File: src/rtl/ptl_pkg.sv
package ptl_pkg;

  typedef enum logic [1:0] {
    OP_ALWAYS     = 2'd0,
    OP_EVENTUALLY = 2'd1,
    OP_PREVIOUSLY = 2'd2,
    OP_SINCE      = 2'd3
  } ptl_op_e;

  // Property selector values
  localparam int unsigned FML_GUARD_EVER = 0;  // B -> ever(A)
  localparam int unsigned FML_ALWAYS     = 1;  // always(A)
  localparam int unsigned FML_GUARD_PREV = 2;  // B -> prev(A)
  localparam int unsigned FML_SINCE      = 3;  // A since B
  localparam int unsigned FML_COUNT      = 4;

  function automatic logic op_init(ptl_op_e op);
    return (op == OP_ALWAYS);
  endfunction

endpackage

File: src/rtl/ptl_op_cell.sv
// One temporal operator: one state bit, parallel update on a step.
// val_o is the operator value for the present step.
module ptl_op_cell
  import ptl_pkg::*;
#(
  parameter ptl_op_e OP = OP_EVENTUALLY
) (
  input  logic clk_i,
  input  logic rst_i,
  input  logic step_i,
  input  logic a_i,
  input  logic b_i,
  output logic val_o
);

  localparam logic INIT = op_init(OP);

  logic st_q;
  logic st_nxt;
  logic unused_b;

  generate
    if (OP == OP_ALWAYS) begin : g_always
      assign st_nxt   = st_q & a_i;
      assign val_o    = st_nxt;
      assign unused_b = b_i;
    end else if (OP == OP_EVENTUALLY) begin : g_ever
      assign st_nxt   = st_q | a_i;
      assign val_o    = st_nxt;
      assign unused_b = b_i;
    end else if (OP == OP_PREVIOUSLY) begin : g_prev
      // holds A of this step; the value seen now is the stored one
      assign st_nxt   = a_i;
      assign val_o    = st_q;
      assign unused_b = b_i;
    end else begin : g_since
      assign st_nxt   = b_i | (a_i & st_q);
      assign val_o    = st_nxt;
      assign unused_b = 1'b0;
    end
  endgenerate

  always_ff @(posedge clk_i) begin
    if (rst_i) begin
      st_q <= INIT;
    end else if (step_i) begin
      st_q <= st_nxt;
    end
  end

endmodule

File: src/rtl/ptl_formula.sv
// Builds the selected property from operator cells.
module ptl_formula
  import ptl_pkg::*;
#(
  parameter int unsigned NUM_EV  = 4,
  parameter int unsigned FORMULA = FML_GUARD_EVER,
  parameter int unsigned A_IDX   = 0,
  parameter int unsigned B_IDX   = 1
) (
  input  logic              clk_i,
  input  logic              rst_i,
  input  logic              step_i,
  input  logic [NUM_EV-1:0] ev_i,
  output logic              holds_o
);

  localparam ptl_op_e CELL_OP =
    (FORMULA == FML_ALWAYS)     ? OP_ALWAYS     :
    (FORMULA == FML_GUARD_PREV) ? OP_PREVIOUSLY :
    (FORMULA == FML_SINCE)      ? OP_SINCE      : OP_EVENTUALLY;

  logic ev_a;
  logic ev_b;
  logic cell_val;
  logic unused_ev;

  assign ev_a      = ev_i[A_IDX];
  assign ev_b      = ev_i[B_IDX];
  assign unused_ev = ^ev_i;

  ptl_op_cell #(.OP(CELL_OP)) i_cell (
    .clk_i (clk_i),
    .rst_i (rst_i),
    .step_i(step_i),
    .a_i   (ev_a),
    .b_i   (ev_b),
    .val_o (cell_val)
  );

  generate
    if (FORMULA == FML_GUARD_EVER || FORMULA == FML_GUARD_PREV) begin : g_guard
      assign holds_o = ~ev_b | cell_val;
    end else begin : g_plain
      assign holds_o = cell_val;
    end
  endgenerate

endmodule

File: src/rtl/ptl_verdict.sv
// Registers the verdict of a step as a level and a pass/fail pulse.
module ptl_verdict (
  input  logic clk_i,
  input  logic rst_i,
  input  logic step_i,
  input  logic holds_i,
  output logic result_o,
  output logic pass_o,
  output logic fail_o
);

  always_ff @(posedge clk_i) begin
    if (rst_i) begin
      result_o <= 1'b0;
      pass_o   <= 1'b0;
      fail_o   <= 1'b0;
    end else begin
      pass_o <= step_i & holds_i;
      fail_o <= step_i & ~holds_i;
      if (step_i) begin
        result_o <= holds_i;
      end
    end
  end

endmodule

File: src/rtl/ptl_monitor.sv
module ptl_monitor
  import ptl_pkg::*;
#(
  parameter int unsigned NUM_EV  = 4,
  parameter int unsigned FORMULA = FML_GUARD_EVER,
  parameter int unsigned A_IDX   = 0,
  parameter int unsigned B_IDX   = 1
) (
  input  logic              clk_i,
  input  logic              rst_i,
  input  logic              step_i,
  input  logic [NUM_EV-1:0] ev_i,
  output logic              result_o,
  output logic              pass_o,
  output logic              fail_o
);

  logic holds;

  ptl_formula #(
    .NUM_EV (NUM_EV),
    .FORMULA(FORMULA),
    .A_IDX  (A_IDX),
    .B_IDX  (B_IDX)
  ) i_formula (
    .clk_i  (clk_i),
    .rst_i  (rst_i),
    .step_i (step_i),
    .ev_i   (ev_i),
    .holds_o(holds)
  );

  ptl_verdict i_verdict (
    .clk_i   (clk_i),
    .rst_i   (rst_i),
    .step_i  (step_i),
    .holds_i (holds),
    .result_o(result_o),
    .pass_o  (pass_o),
    .fail_o  (fail_o)
  );

endmodule

File: config.mk
export PLATFORM = sky130hd
export DESIGN_NAME = ptl_monitor
export DESIGN_NICKNAME = d
export VERILOG_FILES = /design/src/rtl/ptl_pkg.sv /design/src/rtl/ptl_op_cell.sv /design/src/rtl/ptl_formula.sv /design/src/rtl/ptl_verdict.sv /design/src/rtl/ptl_monitor.sv
export SDC_FILE = /design/constraint.sdc
export NUM_CORES = 1
export LEC_CHECK = 0
export CAP_MARGIN = 20
export CORE_AREA = 2 2 39 41
export CTS_CLUSTER_DIAMETER = 120
export DETAILED_ROUTE_END_ITERATION = 10
export DIE_AREA = 0 0 41 43
export GPL_TIMING_DRIVEN = 0
export HOLD_SLACK_MARGIN = 0.06
export PLACE_DENSITY = 0.41
export SYNTH_ARGS = -nofsm -noshare
export SYNTH_HDL_FRONTEND = slang
export SYNTH_SLANG_ARGS = --single-unit
File: constraint.sdc
create_clock -name clk_i -period 0.8 [get_ports clk_i]
set_input_delay 0.16 -clock clk_i [delete_from_list [all_inputs] [get_ports clk_i]]
set_output_delay 0.16 -clock clk_i [all_outputs]
set_load 0.02 [all_outputs]
After elaboration in Yosys (flattened, before gate mapping) --
Index checks and enable logic that the tools add are counted.
Cells by class: bitwise logic cells 6
Operators with widths (count):
- 1-bit bitwise AND | 2
- 1-bit NOT | 2
- 1-bit bitwise OR | 2
Storage, ports and cells: logic and storage cells 10, register bits 4

Logic depth before layout (Yosys ltp) --
Gate-level depths: netlist of run 1.
depth in word-level cells 4, gate-level depth with buffers 2, depth with buffers taken out 2

By module --
From an unflattened synthesis of run 1, not the netlist that was laid out.
Unflattened totals: cells, all modules 12, area, all modules 132.6 µm²
Modules (own cells, without submodules):
- ptl_verdict | seq. area each 60.1 µm², area each 91.3 µm², cells an instance 7, instances 1
- ptl_op_cell | seq. area each 20.0 µm², area each 35.0 µm², cells an instance 4, instances 1
- ptl_formula | seq. area each 0.0 µm², area each 6.3 µm², cells an instance 1, instances 1

Worst setup path after synthesis of run 1 --
No wires, ideal clock.
path type register -> register, from register i_verdict.result_o (netlist name), to register i_verdict.result_o, arrival time 0.650 ns, stages on the path, launching flop included 3, required time 0.714 ns, slack 0.064 ns, path through dfxtp_1 -> nor2_1 -> a211oi_1
RTL lines:
- to (signal assigned) | RTL line ptl_verdict.sv:21 | result_o <= holds_i;
- to (decl) | RTL line ptl_verdict.sv:7 | output logic result_o,

Worst setup path after layout of run 1 --
from register i_verdict.result_o, to output result_o
RTL lines:
- to (decl) | RTL line ptl_monitor.sv:13 | output logic result_o,
No word-level cell between the ends.

==> out/results.ini, run 1 <==
[power_and_ir_drop]
powerDensity_nw_per_um2=2070
peakVddDrop_mv=0.789
leakagePower_nw=0.113
power_mw=0.550

[grt]
grt_max_degree=6
grt-ovfl-total=0
grt_pass1_vias=118
antenna_found_initial=0
grtUsageTotal=0.0503
grt_pass1_wl_um=503

[worst_setup_path]
critPathRequiredTime_ns=0.64
startpoint=i_verdict.result_o$_SDFFE_PP0P_
crit_buf_inv=1
critPathTopFamily=flip-flops
slowest_stage=dfxtp_2
cp-start-kind=flop
endpoint_kind=output port
crit_type=reg -> out
worstPathCellList=buf_6
reg2reg_from=i_formula.i_cell.st_q$_SDFFE_PP0P_
critPathMaxFanout=2
cpPeakStageDelay_ns=0.31
worst_ep_arrival_time_ns=0.67

[synth]
synthCells=11
ys_seq_area_frac=0.621
synth_top_area_frac=0.621
synth.distinct_cells=7
yosys.area.top_type=dfxtp_1
ys_ff_latch=4
yosys_warnings=0
netlist_top_cells_area=dfxtp_1 62%, nor3b_2 9.7%, and3b_1 6.8%
postSynthAreaPerCell_um2=11.7
synth_area_um2=129
syn_nets=18

[run_status]
violations=setup timing
outcome=finished, violations left

[drt]
dr.pass1.iters=2
routed_wl_um=337
num_vias=123
viasPerCell=3.24
wl_per_cell_um=8.87
drtAntennaViolNets=0
drt_iter0_markers=5
drc_errors=0

[placed_design]
dpl.hpwl_um=238
portBuffers=7
gp_congestion=0.462
place_ws_ns=-0.278

[clock_tree]
clockBufferDepth=2
clkSlewWorstSetupHoldPaths_ns=0.04
cts_hold_buf=0
cts_buffers=3
clockRootBuffer=clkbuf_4
cts_tree=yes
cts_sinks=4
htree_levels=1
clock_latency_ns=0.23

[floorplan]
rows=14
ios=10
core_um2=1380
die_w_um=41
start_util=0.0931
fp.dieArea_um2=1760
die_h_um=43

[min_path]
hp-start=step_i
min_path_type=in -> reg

[sta]
finalHoldViolCount=0
slew_headroom=0.868
fin_crit_sh=1.03
maxSlewViolCount=0
tightest_slew_ns=0.197
finalWorstSetupSlack_ns=-0.0277
max_clock_freq_ghz=1.21
rsz0062_at_grt=true
layout_min_cycle_time_ns=0.828
fin_skew_ns=0.00160
finalSetupViolations=3

[finish]
antenna_cells=0
nNetsFinal=31
area_growth_pct=106
drive_gt1_frac=0.591

[run]
maxCapViolations=0

## power by group
group | total, mW | internal (mW) | switching [mW] | leakage, nW
Combinational | 0.0765 | 0.0442 | 0.0324 | 0.0647
Clock | 0.251 | 0.168 | 0.0832 | 0.0138
Sequential | 0.223 | 0.215 | 0.00807 | 0.0344
Total | 0.550 | 0.427 | 0.124 | 0.113
## state kept, by name, summed over array words and instances (netlist names)
signal,flops
i_verdict.pass_o,1
i_formula.i_cell.st_q,1
i_verdict.result_o,1
i_verdict.fail_o,1
## cell usage in the layout (no fill, tap or decap), drive strengths merged
cell type and n:
buf 4, nor3b 2, a211oi 1, dlygate4sd2 3
clkbuf 3, a21oi 1, nor2 2, clkdlybuf4s50 1
and3b 1, dfxtp 4
## final cells by class
cell class	count	area, um2
Multi-Input combinational cell	7	60.1
Sequential cell	4	85.1
Timing Repair Buffer	8	77.6
Clock buffer	3	22.5
Fill cell	150	1120
Tap cell	16	20.0
## worst paths after layout
kind	endpoint	slack, ns	depth (start not counted)
max	result_o	-0.03	1
min	i_verdict.result_o$_SDFFE_PP0P_	0.36	2
max reg2reg	i_verdict.fail_o$_SDFF_PP0_	0.02	2
min reg2reg	i_formula.i_cell.st_q$_SDFFE_PP0P_	0.50	2
## cell families (layout without fill, tap and decap cells)
family,count (synthesis),count (layout),synth area share
AOI/OAI and AO/OA,2,2,0.0971
and+or+nand+nor,5,5,0.282
buffers and inverters,0,11,0
DFF,4,4,0.621
## metrics by stage
stage          std cells  TNS, ns  area (um2)  hold slack, ns   util
6_report              38  -0.0667         265           0.355  0.192
5_1_grt               38   -0.180         265           0.393  0.192
2_1_floorplan         11        0         129           0.232      -
4_1_cts               38  -0.0935         259           0.324  0.187
3_3_place_gp          34    -1.61         219           0.482  0.158
3_5_place_dp          34    -1.69         219           0.490  0.158
## metal layers
layer	vias to the layer above	global-route usage	wire [um]
met2	10	0.0313	108
met5	-	0	0
li1	61	-	-
met4	0	0.0600	0
met3	0	0.0471	62
met1	52	0.0710	166
## what timing repair did
item                                    CTS  global route
pin swaps                                 2             1
resized for setup                        25             2
buffers inserted                          1             0
endpoints found under the setup margin    5             5
## Yosys cell counts, drive strengths merged
cell type	count
nor3b	2
dfxtp	4
nor2	2
and3b	1
a21oi	1
a211oi	1
No activity file was read; power rests on OpenSTA's default activity.
==> inputs of run 2 (changes only) <==
PLACE_DENSITY = 0.4   (was 0.41)
==> run 2 against run 1 <==
Net effect: the flow still finishes with violations (setup timing); clock skew hardly changed; sequential share of layout area is 0.93 points higher; maximum frequency is 0.23% higher; die area stayed put; cell count is 2.6% lower; register-to-register slack worse by 0.02 ns; final area is 2.8% lower; flip-flop and latch count stayed put; core utilization is 0.54 points lower; critical path depth stayed put; critical path type unchanged; largest cell class unchanged.
==> out/results.ini, run 2 (synthesis results as in run 1) <==
[run_status]
outcome=finished, violations left
violations=setup timing

[sta]
fin_skew_ns=0.00170  ; +0.0000985 ns
fin_crit_sh=1.03  ; -0.00241
finalHoldViolCount=0  ; unchanged
finalSetupViolations=3  ; unchanged
slew_headroom=0.869  ; about the same
tightest_slew_ns=0.196  ; -0.00113 ns
max_clock_freq_ghz=1.21  ; +0.23%
tns_ns=-0.0631  ; +0.00359 ns
rsz0062_at_grt=true
layout_min_cycle_time_ns=0.826  ; -0.00192 ns
whs_ns=0.356  ; +0.000479 ns
finalWorstSetupSlack_ns=-0.0257  ; +0.00192 ns
maxSlewViolCount=0  ; unchanged

[finish]
area_growth_pct=100
nNetsFinal=30  ; -3.2%
final_common_cell=dfxtp_2
instances_no_fill=37  ; -2.6%
final_cell_mix=4 x dfxtp_2, 3 x clkbuf_4, 3 x dlygate4sd2_1, 3 x buf_6, 2 x nor2_1
antenna_cells=0  ; unchanged
drive_gt1_frac=0.571  ; -0.0195

[drt]
drc_errors=0  ; unchanged
drtAntennaViolNets=0  ; unchanged
num_vias=123  ; unchanged
wl_met2_um=123  ; +14%
viasPerCell=3.32  ; +2.7%
routed.top_layer=met3
routed_wl_um=333  ; -1.2%
wl_met3_um=52  ; -16%
dr.pass1.iters=4  ; +2
drt_iter0_markers=1  ; -4
met1_length_um=157  ; -5.4%
wl_per_cell_um=9.00  ; +1.5%

[power_and_ir_drop]
leakagePower_nw=0.108  ; -4.6%
p_comb_frac=0.130  ; -0.009
p_int_mw=0.422  ; -1.1%
powerDensity_nw_per_um2=2110  ; +1.5%
switching_share=0.222  ; -0.00241
clockPowerShare=0.460  ; +0.004
peakVddDrop_mv=0.476  ; -40%
seqPwrFrac=0.410  ; +0.005
power_mw=0.543  ; -1.4%
switchingPower_mw=0.121  ; -2.4%

[floorplan]
die_h_um=43  ; unchanged
die_w_um=41  ; unchanged
core_um2=1380  ; unchanged
fp.dieArea_um2=1760  ; unchanged
start_util=0.0931  ; unchanged
rows=14  ; unchanged
ios=10  ; unchanged

[worst_setup_path]
cp-start-kind=flop
crit_type=reg -> out
slowest_stage=dfxtp_2
worstPathCellList=buf_6
endpoint_kind=output port
critPathMaxFanout=2  ; unchanged
crit_buf_inv=1  ; unchanged
critPathTopFamily=flip-flops
cpPeakStageDelay_ns=0.31  ; about the same
worst_ep_arrival_time_ns=0.67  ; about the same
critPathRequiredTime_ns=0.64  ; about the same

[placed_design]
portBuffers=7  ; unchanged
dp.cells=34  ; unchanged
place_ws_ns=-0.284  ; -0.00519 ns
gp_congestion=0.457  ; -1.1%
dpl.hpwl_um=225  ; -5.5%

[clock_tree]
post_cts.repair.setup_buffers=0  ; -1
cts_sinks=4  ; unchanged
htree_levels=1  ; unchanged
clkSlewWorstSetupHoldPaths_ns=0.04  ; about the same
clockRootBuffer=clkbuf_4
cts_tree=yes
cts_buffers=3  ; unchanged
clock_latency_ns=0.23  ; about the same
clockBufferDepth=2  ; unchanged

[run]
maxCapViolations=0  ; unchanged

[grt]
grt_pass1_vias=136  ; +15%
grt_max_degree=6  ; unchanged
grtUsageTotal=0.0573  ; +0.00704
grt-ovfl-total=0  ; unchanged
grt_pass1_wl_um=593  ; +18%
antenna_found_initial=0  ; unchanged

[min_path]
min_path_type=in -> reg

[run 2: cell types whose count changed in the layout (fill, tap and decap cells not counted)]
cell / delta
buf_4: -1
[run 2: worst paths after layout]
kind                                           start                                 end  slack [ns]  cells past startpoint
setup / recovery     i_verdict.result_o$_SDFFE_PP0P_                            result_o       -0.03                      1
hold / removal                                step_i     i_verdict.result_o$_SDFFE_PP0P_        0.36                      2
setup reg to reg  i_formula.i_cell.st_q$_SDFFE_PP0P_         i_verdict.fail_o$_SDFF_PP0_           0                      2
hold reg to reg   i_formula.i_cell.st_q$_SDFFE_PP0P_  i_formula.i_cell.st_q$_SDFFE_PP0P_        0.50                      2
[run 2: layout make-up]
class	instances	area, um2
fill	152	1130
sequential	4	85.1
timing repair buffer	7	70.1
multi-input combinational	7	60.1
clock buffer	3	22.5
tap	16	20.0
[run 2: what timing repair did]
item / 4_1_cts / 5_1_grt
setup endpoints to repair: 5 / 5
gates resized for setup: 26 / 1
hold buffers: 0 / 0
pin swaps: 2 / 3
[run 2: routing by layer]
layer  track usage  vias to the layer above
met5             0                        -
met4        0.0600                        0
met3        0.0471                        0
met2        0.0625                       10
met1        0.0613                       54
li1              -                       59
[run 2: stage by stage]
| step | utilization | cell area [um2] |
|---|---|---|
| 6_report | 0.186 | 258 |
| 5_1_grt | 0.186 | 258 |
| 4_1_cts | 0.185 | 256 |
| 3_5_place_dp | 0.158 | 219 |
| 3_3_place_gp | 0.158 | 219 |
| 2_1_floorplan | - | 129 |
[run 2: power groups by stage]
stage | registers, mW | clock network, mW | logic [mW]
CTS | 0.222 | 0.263 | 0.0708
global route | 0.223 | 0.277 | 0.0777
finish | 0.223 | 0.250 | 0.0707
global placement | 0.220 | 0 | 0.0663
floorplan | 0.230 | 0 | 0.0145
detailed placement | 0.221 | 0 | 0.0670
==> inputs of run 3 (changes only) <==
ABC_AREA = 1   (was not set)
PLACE_DENSITY = 0.41   (was 0.4)
REMOVE_ABC_BUFFERS = 1   (was not set)
==> run 3 against run 2 <==
Net effect: the run still ends with setup timing left; clock power shrank 2%; cell count increased by 16%; hold slack got worse by 0.20 ns; global-route usage decreased by 0.71 points; synthesized cell count grew 55%; total power is 0.88% lower; register-to-register slack gained 0.09 ns; clock-buffer cell count unchanged; largest power group unchanged.
==> out/results.ini, run 3 <==
[power_and_ir_drop]
powerDensity_nw_per_um2=2050  ; -2.8%
leakagePower_nw=0.142  ; +31%
peakVddDrop_mv=0.599  ; +26%

[synth]
synth_adder_area_share=0  ; unchanged
synth_xor_area_frac=0  ; unchanged
synth_top_family_by_area=simple AND/OR/NAND/NOR gates
synth.distinct_cells=7  ; unchanged
yosys-top-cells-count=4 x dfxtp_1, 4 x nor2_1, 3 x nand2_2
postSynthAreaPerCell_um2=8.10  ; -31%
netlist_top_cells_area=dfxtp_1 58%, nand2_2 14%, nor2_1 11%
synth-compound-area-share=0.0364  ; -0.0607
synth_top_area_frac=0.582  ; -0.0395
synth-simple-area-share=0.300  ; +0.0184
synth_flop_cell=dfxtp_1
synth_area_um2=138  ; +6.8%
yosys.area.top_type=dfxtp_1
ys_seq_area_frac=0.582  ; -0.0395
synth_edf_count=0  ; unchanged
ys_ff_latch=4  ; unchanged
synthCells=17  ; +6
yosys_warnings=0  ; unchanged
muxShareOfSynthArea=0  ; unchanged
synthArstFlopShare=0  ; unchanged

[grt]
antenna_found_initial=0  ; unchanged
grtUsageTotal=0.0502  ; -0.00714
grt-ovfl-total=0  ; unchanged
grt_pass1_wl_um=510  ; -14%
grt_max_degree=4  ; -2
grt_pass1_vias=153  ; +13%

[finish]
drive_gt1_frac=0.481  ; -0.0899
nNetsFinal=36  ; +20%
fin_util=0.190  ; +0.00362
final_common_cell=nor2_1
area_growth_pct=90.9
final_cell_mix=4 x nor2_1, 3 x nand2_2, 3 x clkbuf_4, 3 x dfxtp_2, 3 x buf_6
antenna_cells=0  ; unchanged

[sta]
finalSetupViolations=3  ; unchanged
finalHoldViolCount=0  ; unchanged
tightest_slew_ns=0.133  ; -0.0630 ns
layout_min_cycle_time_ns=0.825  ; -0.000573 ns
slew_headroom=0.911  ; +0.0420
fin_crit_sh=1.03  ; about the same
maxSlewViolCount=0  ; unchanged
finalWorstSetupSlack_ns=-0.0252  ; +0.000573 ns
rsz0062_at_grt=true
fin_skew_ns=0.00572  ; +0.00402 ns
max_clock_freq_ghz=1.21  ; about the same
tns_ns=-0.0661  ; -0.00296 ns

[clock_tree]
clockBufferDepth=2  ; unchanged
cts_tree=yes
clock_latency_ns=0.23  ; about the same
clkSlewWorstSetupHoldPaths_ns=0.03  ; about the same
cts_hold_buf=0  ; unchanged
htree_levels=1  ; unchanged
clockRootBuffer=clkbuf_4
cts_buffers=3  ; unchanged
cts_sinks=4  ; unchanged
post_cts.repair.setup_buffers=0  ; unchanged

[run_status]
violations=setup timing
outcome=finished, violations left

[drt]
num_vias=131  ; +6.5%
drt_iter0_markers=0  ; -1
drtAntennaViolNets=0  ; unchanged
routed_wl_um=285  ; -14%
drc_errors=0  ; unchanged
dr.pass1.iters=1  ; -3
wl_per_cell_um=6.63  ; -26%
viasPerCell=3.05  ; -8.4%

[worst_setup_path]
crit_type=reg -> out
critPathTopFamily=flip-flops
startpoint=i_verdict.result_o$_SDFFE_PP0P_
worst_ep_arrival_time_ns=0.67  ; about the same
cpPeakStageDelay_ns=0.32  ; about the same
rrSetupSlack_ns=0.09  ; +0.09 ns
slowest_stage=dfxtp_2
endpoint_kind=output port
worstPathCellList=buf_6
crit_buf_inv=1  ; unchanged
critPathMaxFanout=2  ; unchanged
critPathRequiredTime_ns=0.64  ; about the same
reg2reg_from=i_formula.i_cell.st_q$_SDFFE_PP0P_
cp-start-kind=flop

[placed_design]
dpl.hpwl_um=229  ; +1.9%
gp_congestion=0.556  ; +22%
portBuffers=7  ; unchanged
place_ws_ns=-0.284  ; -0.000200 ns

[run]
maxCapViolations=0  ; unchanged

[floorplan]
die_h_um=43  ; unchanged
rows=14  ; unchanged
core_um2=1380  ; unchanged
ios=10  ; unchanged
start_util=0.0995  ; +0.00633
fp.dieArea_um2=1760  ; unchanged
die_w_um=41  ; unchanged

[min_path]
hp-start=rst_i
min_path_type=in -> reg

[run 3: cell count changes in the layout (fill, tap and decap cells not counted), moves of 2 or more]
cell and delta:
inv_1 +2, nand2_2 +3, dlymetal6s2s_1 +2, dlygate4sd2_1 -3, nor2_1 +2, nand2_1 +2
[run 3: per-layer routing]
metal	global-route usage	share of wire
met2	0.0719	0.57
met1	0.0288	0.32
met3	0.0785	0.11
met4	0.0200	0
met5	0	0
[run 3: final timing paths]
kind                                                            to  cells after the start
worst min-delay path            i_formula.i_cell.st_q$_SDFFE_PP0P_                      2
worst max-delay path                                      result_o                      1
worst max register to register     i_verdict.result_o$_SDFFE_PP0P_                      4
worst min register to register     i_verdict.result_o$_SDFFE_PP0P_                      2
[run 3: area by class of cell]
cell class | count | area [um2]
repair buffers | 7 | 78.8
fillers | 157 | 1120
inverters | 3 | 11.3
flip-flops and latches | 4 | 83.8
well taps | 16 | 20.0
multi-input cells | 10 | 46.3
clock buffers | 3 | 22.5
[run 3: metrics by stage]
step	power, mW	hold slack, ns	std cells	instance area (um2)
finish	0.538	0.160	43	263
global route	0.572	0.172	43	263
CTS	0.555	0.481	43	258
detailed placement	0.293	0.472	40	228
global placement	0.291	0.457	40	228
floorplan	0.250	0.232	17	138
[run 3: cells by family after synthesis]
kind of cell,Yosys count
AO/OA/AOI/OAI,1
buffers and inverters,3
flip-flops,4
AND/OR/NAND/NOR,9
[run 3: repair_timing]
item | in CTS | in global routing
cloned | 0 | 0
gates resized for setup | 21 | 2
setup endpoints to repair | 3 | 5
[run 3: power breakdown]
| part | internal, mW | total, mW | switching [mW] |
|---|---|---|---|
| clock network | 0.167 | 0.246 | 0.0787 |
| registers | 0.214 | 0.220 | 0.00644 |
| logic | 0.0395 | 0.0714 | 0.0319 |
| total | 0.421 | 0.538 | 0.117 |
